### config.mk
export PLATFORM = sky130hd
export DESIGN_NAME = rx_dma_steer
export DESIGN_NICKNAME = d
export VERILOG_FILES = /design/src/rtl/rx_dma_steer.sv
export SDC_FILE = /design/constraint.sdc
export NUM_CORES = 1
export LEC_CHECK = 0
export BUFFER_PORTS_ARGS = -buffer_cell sky130_fd_sc_hd__clkbuf_2
export CORE_ASPECT_RATIO = 1.2
export CORE_MARGIN = 1.5
export CORE_UTILIZATION = 55
export CTS_BUF_LIST = sky130_fd_sc_hd__clkbuf_8
export DETAILED_ROUTE_END_ITERATION = 6
export PLACE_DENSITY_LB_ADDON = 0.3
export SYNTH_ARGS = -nofsm -noshare
export SYNTH_HDL_FRONTEND = slang
export SYNTH_SLANG_ARGS = --single-unit
### constraint.sdc
create_clock -name clk -period 7.4 [get_ports clk]
set_clock_uncertainty 0.15 [all_clocks]
set_input_delay 1.48 -clock clk [delete_from_list [all_inputs] [get_ports clk]]
set_output_delay 1.48 -clock clk [all_outputs]
set_load 0.05 [all_outputs]
### src/rtl/rx_dma_steer.sv
`timescale 1ns/1ps
module rx_dma_steer #(
  parameter int DEPTH = 8,
  parameter int AW = 16,
  parameter int CW = 16,
  localparam int LW = $clog2(DEPTH + 1),
  localparam int IW = $clog2(DEPTH)
) (
  input  logic          clk,
  input  logic          rst_n,
  input  logic          cfg_addr_we,
  input  logic [AW-1:0] cfg_addr_wdata,
  input  logic          cfg_len_we,
  input  logic [CW-1:0] cfg_len_wdata,
  output logic [AW-1:0] dst_ptr,
  output logic [CW-1:0] remaining,
  output logic          done,
  input  logic          in_valid,
  input  logic [7:0]    in_data,
  output logic          in_ready,
  output logic [CW-1:0] in_credit,
  input  logic          pop_req,
  output logic [7:0]    pop_data,
  output logic [LW-1:0] fifo_level,
  output logic          mem_req,
  input  logic          mem_ack,
  output logic [AW-1:0] mem_addr,
  output logic [7:0]    mem_data
);
  logic [7:0]    fifo_q [DEPTH];
  logic [IW-1:0] rd_q, wr_q;
  logic [LW-1:0] level_q;
  logic [CW-1:0] rem_q, drain_q, take;
  logic [AW-1:0] ptr_q;
  logic [7:0]    data_q;
  logic          req_q;
  logic          busy, full, accept, push, pop;

  assign busy     = req_q | (drain_q != '0);
  assign full     = level_q == LW'(DEPTH);
  assign in_ready = ~busy & ~cfg_addr_we & ~cfg_len_we & ((rem_q != '0) | ~full);
  assign accept   = in_valid & in_ready;
  assign push     = accept & (rem_q == '0);
  assign pop      = (req_q & mem_ack & (drain_q != '0)) |
                    (pop_req & (level_q != '0) & (drain_q == '0));
  assign take     = (cfg_len_wdata > CW'(level_q)) ? CW'(level_q) : cfg_len_wdata;

  assign dst_ptr    = ptr_q;
  assign remaining  = rem_q;
  assign done       = rem_q == '0;
  assign in_credit  = (rem_q != '0) ? rem_q : CW'(DEPTH - int'(level_q));
  assign pop_data   = fifo_q[rd_q];
  assign fifo_level = level_q;
  assign mem_req    = req_q;
  assign mem_addr   = ptr_q;
  assign mem_data   = data_q;

  always_ff @(posedge clk)
    if (push) fifo_q[wr_q] <= in_data;

  always_ff @(posedge clk) begin
    if (!rst_n) begin
      rd_q    <= '0;
      wr_q    <= '0;
      level_q <= '0;
    end else begin
      if (push) wr_q <= (wr_q == IW'(DEPTH - 1)) ? '0 : wr_q + 1'b1;
      if (pop)  rd_q <= (rd_q == IW'(DEPTH - 1)) ? '0 : rd_q + 1'b1;
      level_q <= level_q + LW'(push) - LW'(pop);
    end
  end

  always_ff @(posedge clk) begin
    if (!rst_n) begin
      req_q   <= 1'b0;
      data_q  <= '0;
      ptr_q   <= '0;
      rem_q   <= '0;
      drain_q <= '0;
    end else if (req_q) begin
      if (mem_ack) begin
        req_q <= 1'b0;
        ptr_q <= ptr_q + 1'b1;
        if (drain_q != '0) drain_q <= drain_q - 1'b1;
        else               rem_q   <= rem_q - 1'b1;
      end
    end else if (drain_q != '0) begin
      req_q  <= 1'b1;
      data_q <= fifo_q[rd_q];
    end else if (cfg_addr_we) begin
      ptr_q <= cfg_addr_wdata;
      rem_q <= '0;
    end else if (cfg_len_we) begin
      drain_q <= take;
      rem_q   <= cfg_len_wdata - take;
    end else if (accept && rem_q != '0) begin
      req_q  <= 1'b1;
      data_q <= in_data;
    end
  end
endmodule

# Word level (Yosys, flattened, before mapping)
# Memory sizes are Yosys's and may differ from the RTL's. A register that Yosys moved wholly into a read port is not among the register bits.
# Index checks and enable logic that the tools add are counted.
# word_totals
inputBits	47
regBits	67
mem_bits_rw	64
elab_cells	94
out_inout_bits	87
rom_bits	0
mem_count	1
latchBits	0
# mem_list
memory	words	word_bits	read_ports	rd_clocked_by_memory_dff	write_ports	line	rtl
fifo_q	8	8	1	1	1	30	logic [7:0] fifo_q [DEPTH];
# op_classes
order_cmp	1
reduce_logical	14
eq_ne	9
addsub	9
mul	0
muxes	34
shifts	0
bitwise_logic	18
n_div	0
# op_table
operator	count
$mux 16	18
$logic_not 16->1	2
$mux 8	4
$reduce_bool 16->1	2
$sub 16x1->16 const B	2
$add 16x1->16 const B	1
$gt 16x4->1	1
$sub 16x16->16	1
$mux 3	4
$and 1x1->1	9
$mux 1	8
$ne 2x1->1 const B	4
$add 3x1->3 const B	2
$eq 3x3->1 const B	2
$not 1->1	6
$reduce_and 3->1	2
$reduce_bool 2->1	3
$reduce_and 5->1	1
$sub 4x4->5 const A	1
$add 4x1->4	1
$eq 4x4->1 const B	1
$ne 2x2->1 const B	2
$reduce_and 4->1	1
$reduce_bool 4->1	1
4 further kinds	6

# Depth between registers and ports, before layout
# logic_depth
ltp_word	13
depth_mapped	17
ltp_nobuf	17

# Worst setup path before layout
# OpenSTA, ideal clock, no wires.
# synth_timing
kind	input -> register
start	input port cfg_len_wdata[1]
end	register rem_q[12], in the netlist remaining[12]
path_buffers	0
required_time_ns	7.123
path_slack_ns	2.488
arrival_time_ns	4.634
setup_ns	0.127
cell_stages	14
path_cell_list	ha_1 -> nor2b_1 -> o211a_1 -> o21a_1 -> nor2_1 -> mux2i_1 -> ha_1 -> inv_1 -> fa_1 -> a21o_1 -> o311ai_1 -> nor2b_1 -> xnor2_1 -> o21ai_0
# synth_between
elab_chain_len	7
# synth_lines
item	line	rtl
from (decl)	14	input logic [CW-1:0] cfg_len_wdata,
$gt 16x4->1	46	assign take = (cfg_len_wdata > CW'(level_q)) ? CW'(level_q) : cfg_len_wdata;
$mux 16	46	
$sub 16x16->16 *	95	rem_q <= cfg_len_wdata - take;
$mux 16 *	93	end else if (cfg_len_we) begin
$mux 16 *	90	end else if (cfg_addr_we) begin
$mux 16 *	87	end else if (drain_q != '0) begin
$mux 16 *	80	end else if (req_q) begin
to (signal assigned)	85	else rem_q <= rem_q - 1'b1;
to (signal assigned)	95	
to (decl)	33	logic [CW-1:0] rem_q, drain_q, take;
# Mark *: on every way between the ends. The rest lies on a longest branch, timed or not. The select of a mux whose other input is x is not followed.
# A chain may end at the register's enable or synchronous reset.

# Final worst setup path
# layout_timing
start	input port cfg_len_wdata[1]
end	register rem_q[10], in the netlist remaining[10]
# Same word-level chain as after synthesis.

==> flow_summary.yaml <==
synth:
  synth_fa_ha_area_share_pct: 4.46
  syn_area_sq_um: 7350
  seq_area_frac_synth_pct: 45.2
  yosys_warnings: 0
  synth_edf_count: 64
  avgSynthCellArea_sq_um: 10.1
  synthCells: 726
  syn-num-nets: 798
  synth_flop_cell: "dfxtp_1"
  synthMuxAreaShare_pct: 9.54
  async_flop_share_pct: 0
  synthSimpleGateAreaFrac_pct: 18.2
  ys_types: 72
  synth_xor_area_share_pct: 1.79
  ys_ff_latch: 134
  synth-compound-area-share_pct: 15.7
  synth_top_family_by_area: "simple AND/OR/NAND/NOR gates"
clock_network:
  clock-sinks: 134
  cts-resized-gates: 0
  clock-root-buffer: "clkbuf_8"
  ctsHoldBuffers: 0
  tritoncts: "done"
  clk_latency_ns: 0.43
  cts_max_level: 4
  cts_setup_buffers: 0
  cts.path.max_buffers: 2
  numCtsBuffers: 17
  clk_pin_slew_worst_paths_ns: 0.09
placement:
  gp_congestion: 0.885
  port_buffers: 133
  place_hpwl_um: 12400
sta:
  fin_tns_setup_ns: 0
  fmax_mhz: 198
  min_period_over_period_pct: 68.3
  tightestPinTransition_ns: 1.12
  slew_headroom_pct: 25.4
  setup_viol: 0
  drv_slew: 0
  hold_violations: 0
  rsz0062_at_grt: "false"
  fin_crit_ns: 5.05
grt:
  grt_pass1_vias: 5669
  grt_max_degree: 67
  antenna_found_initial: 0
  grt_overflow_total: 0
  grt_use_total_pct: 25.9
  grt_pass1_wl_um: 28100
floorplan:
  die_w_um: 109
  boundaryPins: 134
  die_h_um: 130
  initial_core_util_pct: 56.0
  fp-row-count: 46
  design.core.area_sq_um: 13100
  dieArea_sq_um: 14100
finish:
  diodes: 0
  drive_gt1_share_pct: 27.0
  syn2layout_area_growth_pct: 15.6
  final_cell_mix: "clkbuf_2, dfxtp_1, edfxtp_1"
  layout_commonest_cell: "clkbuf_2"
  nets: 905
hold_path:
  hp-class: "flop to flop"
detailed_routing:
  wl_um: 17800
  ant_nets: 0
  drtIter0Drc: 301
  avgRoutedWirePerCell_um: 17.6
  vias: 5986
  drc: 0
  drtPass1Iterations: 5
  viasPerCell: 5.90
setup_path:
  startpoint: "cfg_len_wdata[1]"
  crit_path_end_kind: "flop"
  crit_path_start_kind: "input port"
  reg2reg_slack_ns: 2.94
  cp_max_fo: 7
  reg2reg_depth: 15
  endpoint: "remaining[10]$_SDFFE_PN0P_"
  worstReg2RegEnd: "remaining[10]$_SDFFE_PN0P_"
  rr_startpoint: "fifo_level[1]$_SDFF_PN0_"
  critPathKind: "input port to flop"
  critPathArrivalTime_ns: 5.26
  cp.required_ns: 7.61
flow_run:
  maxCapViolCount: 0
run_status:
  status: "complete, no violations"
critical path: stages:
cell and delay (ns):
clkbuf_2 0.13, ha_1 0.32, nor2b_1 0.14, o211a_1 0.21, o21a_1 0.25, nor2_1 0.38
mux2i_1 0.33, ha_1 0.20, inv_1 0.05, fa_1 0.40, a21o_1 0.21, o311ai_1 0.65
nand3_1 0.19, xor2_1 0.17, o21ai_0 0.14
synth_stat cells (all sizes together) (18+ instances only):
master	number	area, sq um
ha	23	288
inv	23	86.3
edfxtp	64	1920
buf	28	185
a21boi	18	135
a21oi	38	190
clkbuf	25	93.8
o21ai	55	275
nand2	51	191
dfxtp	70	1400
nor3	29	145
nor2	45	188
nor2b	21	131
nand2b	18	113
registers in the layout, summed over array words and instances (netlist names), named ones only:
signal	cells
drain_q	16
dst_ptr	16
fifo_level	4
fifo_q	64
mem_data	8
mem_req	1
rd_q	3
remaining	16
wr_q	3
layer usage:
layer | routed length (um) | GRT usage [%] | up-vias
met5 | 0 | 0 | -
met4 | 367 | 10.1 | 0
met3 | 994 | 4.28 | 30
met2 | 9250 | 45.9 | 209
met1 | 7200 | 31.2 | 2871
li1 | - | - | 2876
worst min path at each step:
stage	start	endpoint	slack [ns]	cells after the start
floorplan	drain_q[14]$_SDFFE_PN0P_	drain_q[14]$_SDFFE_PN0P_	0.29	1
CTS	drain_q[14]$_SDFFE_PN0P_	drain_q[14]$_SDFFE_PN0P_	0.34	1
detailed placement	drain_q[14]$_SDFFE_PN0P_	drain_q[14]$_SDFFE_PN0P_	0.32	1
finish	drain_q[5]$_SDFFE_PN0P_	drain_q[5]$_SDFFE_PN0P_	0.34	2
global route	drain_q[14]$_SDFFE_PN0P_	drain_q[14]$_SDFFE_PN0P_	0.38	1
global placement	drain_q[14]$_SDFFE_PN0P_	drain_q[14]$_SDFFE_PN0P_	0.30	1
per-stage QoR:
| stage | cell area (sq um) | util [%] | cells | hold slack [ns] | setup WS (ns) |
|---|---|---|---|---|---|
| floorplan | 7350 | - | 726 | 0.289 | 2.49 |
| global placement | 8020 | 61.1 | 982 | 0.303 | 2.05 |
| detailed placement | 8020 | 61.1 | 982 | 0.323 | 1.91 |
| CTS | 8490 | 64.7 | 1014 | 0.335 | 2.35 |
| global route | 8490 | 64.7 | 1014 | 0.376 | 1.99 |
| finish | 8490 | 64.7 | 1014 | 0.337 | 2.35 |
logic make-up after synthesis:
kind of cell / Yosys count
simple gates: 245
compound gates: 181
flops: 134
buf+inv: 78
mux: 48
fa+ha+maj: 25
xor+xnor: 15
area by class of cell:
class,count,area (sq um)
Clock buffer,17,234
Sequential cell,134,3320
Multi-Input combinational cell,514,3660
Fill cell,1048,4630
Inverter,25,95.1
Clock inverter,15,241
Timing Repair Buffer,141,726
Tap cell,168,210
Power is left out: the tool's default activity adds up to more than one toggle a clock period on the data nets, which glitch-free logic cannot reach.
